## config.mk

```make
export PLATFORM = sky130hd
export DESIGN_NAME = nested_irq_ctrl
export DESIGN_NICKNAME = d
export VERILOG_FILES = /design/src/rtl/nic_pkg.sv /design/src/rtl/nic_datapath.sv /design/src/rtl/nic_control.sv /design/src/rtl/nested_irq_ctrl.sv
export SDC_FILE = /design/constraint.sdc
export NUM_CORES = 1
export LEC_CHECK = 0
export CAP_MARGIN = 40
export CORE_UTILIZATION = 35
export DETAILED_ROUTE_END_ITERATION = 16
export SYNTH_ARGS = -nofsm -noshare
export SYNTH_HDL_FRONTEND = slang
export SYNTH_SLANG_ARGS = --single-unit
```

## constraint.sdc

```tcl
create_clock -name clk -period 2.3 [get_ports clk]
set_clock_uncertainty 0.05 [all_clocks]
set_input_delay 0.46 -clock clk [delete_from_list [all_inputs] [get_ports clk]]
set_output_delay 0.46 -clock clk [all_outputs]
set_load 0.005 [all_outputs]
```

## src/rtl/nic_pkg.sv

```systemverilog
package nic_pkg;
  // Strobes from control to datapath for one clock cycle
  typedef struct packed {
    logic push;     // take the presented source into service
    logic pop;      // end the innermost handler
    logic flagErr;  // invalid ack or end pulse this cycle
  } nicStrobe_t;
endpackage

```

## src/rtl/nic_datapath.sv

```systemverilog
module nic_datapath
  import nic_pkg::*;
#(
  parameter int NUM_SRC = 3,
  parameter int PRIO_W = 3,
  parameter int STACK_DEPTH = 3,
  parameter logic [NUM_SRC*PRIO_W-1:0] SRC_PRIO = {3'd5, 3'd4, 3'd2},
  localparam int IDW = (NUM_SRC > 1) ? $clog2(NUM_SRC) : 1,
  localparam int DW = $clog2(STACK_DEPTH + 1)
) (
  input  logic               clk,
  input  logic               rstN,
  input  logic [NUM_SRC-1:0] irqIn,
  input  nicStrobe_t         strobe,
  input  logic [IDW-1:0]     selSrc,
  output logic [NUM_SRC-1:0] pendingQ,
  output logic [PRIO_W-1:0]  levelQ,
  output logic [DW-1:0]      depthQ
);
  logic [NUM_SRC-1:0] prevIrqQ;
  logic [NUM_SRC-1:0] riseVec;
  logic [NUM_SRC-1:0] clrVec;
  logic [PRIO_W-1:0]  stackQ [STACK_DEPTH];
  logic [PRIO_W-1:0]  topLevel;
  logic [PRIO_W-1:0]  selPrio;

  assign riseVec = irqIn & ~prevIrqQ;
  assign selPrio = SRC_PRIO[selSrc*PRIO_W +: PRIO_W];

  always_comb begin
    clrVec = '0;
    if (strobe.push) clrVec[selSrc] = 1'b1;
  end

  // Saved level that sits on top of the stack
  always_comb begin
    topLevel = '0;
    for (int e = 0; e < STACK_DEPTH; e++)
      if (depthQ == DW'(e + 1)) topLevel = stackQ[e];
  end

  always_ff @(posedge clk) begin
    if (!rstN) begin
      prevIrqQ <= '0;
      pendingQ <= '0;
    end else begin
      prevIrqQ <= irqIn;
      pendingQ <= (pendingQ & ~clrVec) | riseVec;
    end
  end

  always_ff @(posedge clk) begin
    if (!rstN) begin
      levelQ <= '0;
      depthQ <= '0;
    end else if (strobe.pop) begin
      levelQ <= topLevel;
      depthQ <= depthQ - DW'(1);
    end else if (strobe.push) begin
      levelQ <= selPrio;
      depthQ <= depthQ + DW'(1);
    end
  end

  for (genvar e = 0; e < STACK_DEPTH; e++) begin : gStack
    always_ff @(posedge clk) begin
      if (!rstN) stackQ[e] <= '0;
      else if (strobe.push && !strobe.pop && depthQ == DW'(e)) stackQ[e] <= levelQ;
    end
  end
endmodule

```

## src/rtl/nic_control.sv

```systemverilog
module nic_control
  import nic_pkg::*;
#(
  parameter int NUM_SRC = 3,
  parameter int PRIO_W = 3,
  parameter int STACK_DEPTH = 3,
  parameter logic [NUM_SRC*PRIO_W-1:0] SRC_PRIO = {3'd5, 3'd4, 3'd2},
  localparam int IDW = (NUM_SRC > 1) ? $clog2(NUM_SRC) : 1,
  localparam int DW = $clog2(STACK_DEPTH + 1)
) (
  input  logic [NUM_SRC-1:0] pendingQ,
  input  logic [PRIO_W-1:0]  levelQ,
  input  logic [DW-1:0]      depthQ,
  input  logic               ackIn,
  input  logic               eohIn,
  input  logic               nestMode,
  output logic               intReq,
  output logic [IDW-1:0]     intVec,
  output nicStrobe_t         strobe
);
  logic [NUM_SRC-1:0] eligible;
  logic               stackFull;
  logic               noHandler;
  logic               anyWin;
  logic [PRIO_W-1:0]  bestPrio;

  assign stackFull = (depthQ == DW'(STACK_DEPTH));
  assign noHandler = (depthQ == '0);

  for (genvar g = 0; g < NUM_SRC; g++) begin : gElig
    assign eligible[g] = pendingQ[g] && !stackFull &&
                         (SRC_PRIO[g*PRIO_W +: PRIO_W] > levelQ) &&
                         (nestMode || noHandler);
  end

  // Highest priority wins; a strict compare keeps the lowest index on ties
  always_comb begin
    anyWin = 1'b0;
    bestPrio = '0;
    intVec = '0;
    for (int i = 0; i < NUM_SRC; i++) begin
      if (eligible[i] && (!anyWin || SRC_PRIO[i*PRIO_W +: PRIO_W] > bestPrio)) begin
        anyWin = 1'b1;
        bestPrio = SRC_PRIO[i*PRIO_W +: PRIO_W];
        intVec = IDW'(i);
      end
    end
  end

  assign intReq = anyWin;

  always_comb begin
    strobe.pop = eohIn && !noHandler;
    strobe.push = ackIn && intReq && !eohIn;
    strobe.flagErr = (ackIn && (!intReq || eohIn)) || (eohIn && noHandler);
  end
endmodule

```

## src/rtl/nested_irq_ctrl.sv

```systemverilog
module nested_irq_ctrl
  import nic_pkg::*;
#(
  parameter int NUM_SRC = 3,
  parameter int PRIO_W = 3,
  parameter int STACK_DEPTH = 3,
  parameter logic [NUM_SRC*PRIO_W-1:0] SRC_PRIO = {3'd5, 3'd4, 3'd2},
  localparam int IDW = (NUM_SRC > 1) ? $clog2(NUM_SRC) : 1,
  localparam int DW = $clog2(STACK_DEPTH + 1)
) (
  input  logic               clk,
  input  logic               rstN,
  input  logic [NUM_SRC-1:0] irqIn,
  input  logic               ackIn,
  input  logic               eohIn,
  input  logic               nestMode,
  output logic               intReq,
  output logic [IDW-1:0]     intVec,
  output logic               errFlag
);
  nicStrobe_t         strobe;
  logic [NUM_SRC-1:0] pendingQ;
  logic [PRIO_W-1:0]  levelQ;
  logic [DW-1:0]      depthQ;

  nic_datapath #(
    .NUM_SRC(NUM_SRC), .PRIO_W(PRIO_W), .STACK_DEPTH(STACK_DEPTH), .SRC_PRIO(SRC_PRIO)
  ) uPath (
    .clk(clk), .rstN(rstN), .irqIn(irqIn), .strobe(strobe), .selSrc(intVec),
    .pendingQ(pendingQ), .levelQ(levelQ), .depthQ(depthQ)
  );

  nic_control #(
    .NUM_SRC(NUM_SRC), .PRIO_W(PRIO_W), .STACK_DEPTH(STACK_DEPTH), .SRC_PRIO(SRC_PRIO)
  ) uCtrl (
    .pendingQ(pendingQ), .levelQ(levelQ), .depthQ(depthQ),
    .ackIn(ackIn), .eohIn(eohIn), .nestMode(nestMode),
    .intReq(intReq), .intVec(intVec), .strobe(strobe)
  );

  assign errFlag = strobe.flagErr;
endmodule

```

# Word-level counts from Yosys, hierarchy flattened
# Memory sizes are Yosys's and may differ from the RTL's.
# Index checks and enable logic that the tools add are counted.
# word_totals
word_cells	92
output_inout_bits	4
mem_bits_rw	9
inputBits	8
n_memories	1
reg_bits	11
# op_classes
magnitude_cmp	7
n_eq_ne	3
n_addsub	2
n_shift	1
mul	1
muxes	30
n_bitwise	8
reduce_logical	35
# mem_list
memory	depth	width	rd	rd_ports_with_merged_regs	write_ports	line	text
uPath.stackQ	3	3	3	0	3	nic_datapath.sv:23	logic [PRIO_W-1:0] stackQ [STACK_DEPTH];
# op_table
operator	count
two-way mux 3 bit	10
logical AND 1 bit	21
two-way mux 1 bit	15
greater-than comparator 3 bit, first input constant	3
indexed part select 9 x 5 -> 3 bit, first input constant	1
two-way mux 2 bit	4
logical NOT 1 bit	7
bitwise AND 3 bit	2
inverter 3 bit	2
logical OR 1 bit	5
== test 2 bit, second input constant	2
multiplier 2 x 2 -> 4 bit, second input constant	1
greater-than comparator 2 x 3 -> 1 bit, first input constant	1
greater-than comparator 3 x 2 -> 1 bit, first input constant	1
less-than comparator 2 x 3 -> 1 bit, second input constant	1
bitwise OR 1 bit	3
bitwise OR 3 bit	1
adder 2 x 1 -> 2 bit, second input constant	1
demux 1 bit (select 2 bit)	1
== test 2 x 1 -> 1 bit, second input constant	1
>= comparator 2 x 1 -> 1 bit, second input constant	1
logical NOT 2 bit	1
nonzero test 2 bit	1
subtractor 2 x 1 -> 2 bit, second input constant	1

# Depth between registers and ports, before layout
# depth
depth_word	22
depth_mapped	7

# Cells and area by module
# A second synthesis with hierarchy kept.
# unflattened
cells_unflattened	108
hier_area_um2	1077.3
# modules_own_cells
mod	instances	cells_each	area_per_inst_um2
nic_datapath	1	88	967.2
nic_control	1	20	110.1

# Worst setup path after synthesis
# OpenSTA, ideal clock, no wires.
# synth_timing
path_type	reg-to-output
start	register uPath.depthQ[0]
end	output errFlag
arrival_ns	1.388
stages_incl_launch_ff	7
path_slack_ns	0.402
required_ns	1.790
cell_sequence	dfxtp_1 -> inv_1 -> ha_1 -> o21ba_4 -> nand2_1 -> nand2_1 -> o21ai_0
# synth_between
elab_chain_len	18
elab_cells_between_ends	31
# synth_lines
element	line	text
start: declaration	nic_datapath.sv:18	output logic [DW-1:0] depthQ
start signal: assignment	nic_datapath.sv:58	depthQ <= depthQ - DW'(1);
start signal: assignment	nic_datapath.sv:61	depthQ <= depthQ + DW'(1);
== test 2 bit	nic_control.sv:27	assign stackFull = (depthQ == DW'(STACK_DEPTH));
logical NOT 1 bit	nic_control.sv:31	assign eligible[g] = pendingQ[g] && !stackFull &&
logical AND 1 bit (2 in series)	nic_control.sv:31	
logical AND 1 bit	nic_control.sv:32	(SRC_PRIO[g*PRIO_W +: PRIO_W] > levelQ) &&
two-way mux 2 bit / two-way mux 1 bit (equally long branches)	nic_control.sv:42	if (eligible[i] && (!anyWin || SRC_PRIO[i*PRIO_W +: PRIO_W] > bestPrio)) begin
greater-than comparator 3 x 2 -> 1 bit / logical NOT 1 bit (equally long branches)	nic_control.sv:42	
logical OR 1 bit	nic_control.sv:42	
logical AND 1 bit	nic_control.sv:42	
(+2 left out)	--	
logical OR 1 bit	nic_control.sv:42	
logical AND 1 bit	nic_control.sv:42	
two-way mux 1 bit (*)	nic_control.sv:42	
net intReq	nested_irq_ctrl.sv:17	output logic intReq,
logical NOT 1 bit (*)	nic_control.sv:55	strobe.flagErr = (ackIn && (!intReq || eohIn)) || (eohIn && noHandler);
logical OR 1 bit (*)	nic_control.sv:55	
logical AND 1 bit (*)	nic_control.sv:55	
logical OR 1 bit (*)	nic_control.sv:55	
end: declaration	nested_irq_ctrl.sv:19	output logic errFlag
# The timed path passes the listed nets; every way through them passes the cells marked *.

# Final worst setup path
# layout_timing
start	input nestMode
end	output intVec[1]
# layout_between
elab_chain_len	11
elab_cells_between_ends	17
# layout_lines
element	line	text
start: declaration	nested_irq_ctrl.sv:16	input logic nestMode,
logical OR 1 bit (*)	nic_control.sv:33	(nestMode || noHandler);
logical AND 1 bit	nic_control.sv:32	
two-way mux 2 bit / two-way mux 1 bit (equally long branches)	nic_control.sv:42	
greater-than comparator 3 x 2 -> 1 bit / logical NOT 1 bit (equally long branches)	nic_control.sv:42	
logical OR 1 bit	nic_control.sv:42	
logical AND 1 bit	nic_control.sv:42	
two-way mux 3 bit / two-way mux 1 bit (equally long branches)	nic_control.sv:42	
greater-than comparator 3 bit / logical NOT 1 bit (equally long branches)	nic_control.sv:42	
logical OR 1 bit	nic_control.sv:42	
logical AND 1 bit (*)	nic_control.sv:42	
two-way mux 2 bit (*)	nic_control.sv:42	
end: declaration	nested_irq_ctrl.sv:18	output logic [IDW-1:0] intVec,
# Every way passes the cells marked *; elsewhere a longest branch is shown, timed or not.

==> run summary <==
Status -> finished clean
DP Area -> 0.00140 sq mm
Worst hold path type -> reg2reg
Max frequency -> 451 MHz
Layout cells sized above 1 -> 0.236
Clk_lat worst skew -> 310 ps
M1 GR Usage -> 0.223
Vias/cell -> 5.16
Die Ht -> 59.7 um
HPWL Detailed -> 1990 um
Final Hold Vio Count -> 0
Final nets -> 161
Fin crit share -> 0.964
DR WL/cell -> 13.6 um
Die area -> 0.00356 sq mm
Drt total wl -> 2610 um
N_diodes -> 0
GRT met3 Usage -> 0.0455
GRT overflow -> 0
Vias in the first global route -> 956
PwrDens -> 807 mW/mm^2
Req. time, crit path -> 1790 ps
Synth Area per Inst -> 9.47 sq um
Adder-cell share of the synthesized area -> 0.0430
Main combinational cell family by area after synthesis -> simple AND/OR/NAND/NOR gates
CP Buf/Inv Count -> 3
Htree depth -> 1
Seq. cell area -> 493 sq um
Max IR drop VDD -> 0.413 mV
Post-synth cell types -> 42
Ys flop type -> dfxtp_1
Synth Area in XOR/XNOR -> 0
CTS Hold Bufs -> 0
Crit. End Element -> primary output
Crit Path Max Fanout -> 3
Worst EP arrival -> 1710 ps
Leak Pwr -> 0.603 nW
Placer Congestion -> 0.771
Crit-path leading delay family -> buffers and inverters
RSZ-0062 raised after global routing -> no
Setup CP Type -> in2out
Slew Viols, Final -> 0
Slowest stage delay, CP -> 460 ps
Initial antenna violation count -> 0
IO Count -> 12
TritonCTS clock tree -> built
Fin area -> 0.00149 sq mm
Critical Path Source Type -> primary input
DIE WIDTH -> 59.7 um
Global Route Usage Sum -> 0.168
Max clock buf depth -> 2
Sequential share of the synthesized area -> 0.421
Post-synthesis async set-or-reset flop share -> 0
Drt first pass iters -> 4
Area of the multi-input gates -> 644 sq um
Cell Area, Synth -> 0.00116 sq mm
First-pass GRT wire length -> 4440 um
Post-Synthesis Cells -> 123
EDFF count, synth -> 9
Total of max-cap violations -> 0
Endpoints failing setup -> 0
Core area -> 0.00310 sq mm
FILL cells -> 319
M2 GR Usage -> 0.276
PortBufs -> 11
Clock Tree Root -> clkbuf_4
Warnings from Yosys -> 0
Area grow syn2layout -> 28.1%
Final ANT Viol Nets -> 0
Post-Route Utilization -> 0.481
Rel. slew slack -> 0.713
Post-route minimum period -> 2220 ps
Starting DRT DRC Count -> 16
Crit-path cells -> clkdlybuf4s50_1 -> o21ba_4 -> buf_4 -> and3_2 -> dlygate4sd2_1
Compound-Gate Fraction of Synth Area -> 0.227
Post-synthesis simple-gate area fraction -> 0.253
Routed via count -> 990
Largest net degree at the start of global routing -> 13
Busiest grt layer -> met2
CTS Sinks -> 20
Clk slew on worst S/H paths -> 110 ps
DRC -> 0
Crit path max-delay cell type -> clkdlybuf4s50_1
Total CTS buffers -> 3
Syn nets -> 135
Starting Density -> 0.375
Worst Tran Pin Value -> 426 ps
Mux contribution to synthesized area -> 0.00859
Flops & latches, synth -> 20
Hold Slack -> 493 ps
Cell row count -> 20
cell usage after synthesis (2+ instances only):
cell	n	area share
o21bai_1	2	0.013
clkbuf_1	2	0.0064
and4_1	4	0.030
nor2b_1	5	0.027
a21o_1	2	0.013
edfxtp_1	9	0.23
a31oi_1	2	0.011
and3_1	2	0.011
dfxtp_1	11	0.19
and2_1	5	0.027
nand2_1	9	0.029
nor2_1	7	0.023
nand4_1	2	0.011
o21ba_2	2	0.017
o21ai_0	5	0.021
buf_2	2	0.0086
o311a_1	2	0.017
a21oi_1	6	0.026
ha_1	4	0.043
inv_1	10	0.032
and3_2	2	0.013
nand3_1	8	0.034
flip-flops by register name, indices dropped and copies added (netlist names):
register	cells
uPath.pendingQ	3
uPath.levelQ	3
uPath.depthQ	2
uPath.prevIrqQ	3
uPath.stackQ	9
path summary, 6_finish.rpt:
| check | from | end | slack [ps] | depth (start not counted) |
|---|---|---|---|---|
| setup / recovery | nestMode | intVec[1] | 80 | 5 |
| setup reg to reg | uPath.depthQ[0] | uPath.stackQ[2][1] | 280 | 9 |
| hold reg to reg | uPath.prevIrqQ[2] | uPath.pendingQ[2] | 490 | 3 |
| hold / removal | uPath.prevIrqQ[2] | uPath.pendingQ[2] | 490 | 3 |
cell families after synthesis:
logic type	after synthesis
AO/OA/AOI/OAI	33
AND/OR/NAND/NOR	51
multiplexers	1
flip-flops	20
adder cells (fa/ha/maj)	4
buffers and inverters	14
cell usage in the layout (no fill, tap or decap), types with 2 or more instances in the layout:
| cell | instances |
|---|---|
| buf_4 | 14 |
| inv_1 | 9 |
| nand2_1 | 9 |
| dfxtp_1 | 9 |
| edfxtp_1 | 9 |
| nand3_1 | 8 |
| nor2_1 | 7 |
| clkdlybuf4s50_1 | 7 |
| a21oi_1 | 6 |
| nor2b_1 | 5 |
| and2_1 | 5 |
| o21ai_0 | 4 |
| and4_1 | 4 |
| dlygate4sd2_1 | 4 |
| clkbuf_4 | 3 |
| and3_2 | 2 |
| o21ba_2 | 2 |
| o21bai_1 | 2 |
| a21o_1 | 2 |
| nand4_1 | 2 |
| a31oi_1 | 2 |
| and3_1 | 2 |
| o311a_1 | 2 |
| ha_4 | 2 |
| ha_1 | 2 |
| dfxtp_2 | 2 |
metrics by stage:
step,cells,worst slack [ps],TNS (ps),power (mW)
after floorplan,123,402,0,0.699
after CTS,192,28.8,0,1.19
after detailed placement,186,-147,-420,0.881
after global routing,192,21.2,0,1.28
after global placement,186,-119,-325,0.873
final,192,81.9,0,1.20
power by group:
part           internal [mW]  switching [mW]  leakage (nW)
Sequential             0.412          0.0318         0.185
Combinational          0.235           0.236         0.390
Clock                  0.176           0.113        0.0279
Total                  0.823           0.381         0.603
timing repair:
action / 4_1_cts / 5_1_grt
cloned: 0 / 0
endpoints found under the setup margin: 4 / 3
resized for setup: 9 / 3
setup buffers: 2 / 0
pin swaps: 0 / 0
layout make-up:
class / count / area share
multi-input combinational: 89 / 0.432
sequential: 20 / 0.330
timing repair buffer: 25 / 0.141
tap: 44 / 0.0369
inverter: 10 / 0.0251
clock inverter: 1 / 0.0201
clock buffer: 3 / 0.0151
per-layer routing:
layer / up-vias / part of all wire / wire length (um)
li1: 504 / - / -
met1: 475 / 0.49 / 1280
met2: 9 / 0.48 / 1250
met3: 2 / 0.021 / 56
met4: 0 / 0.0073 / 19
met5: - / 0 / 0
worst min-delay path, delay by kind of cell, from the launching register on:
kind,cells,cell delay (ps)
DFF,1,320
and+or+nand+nor,2,80
AOI/OAI and AO/OA,1,110
Note: power is estimated with default switching activity, not from simulation.
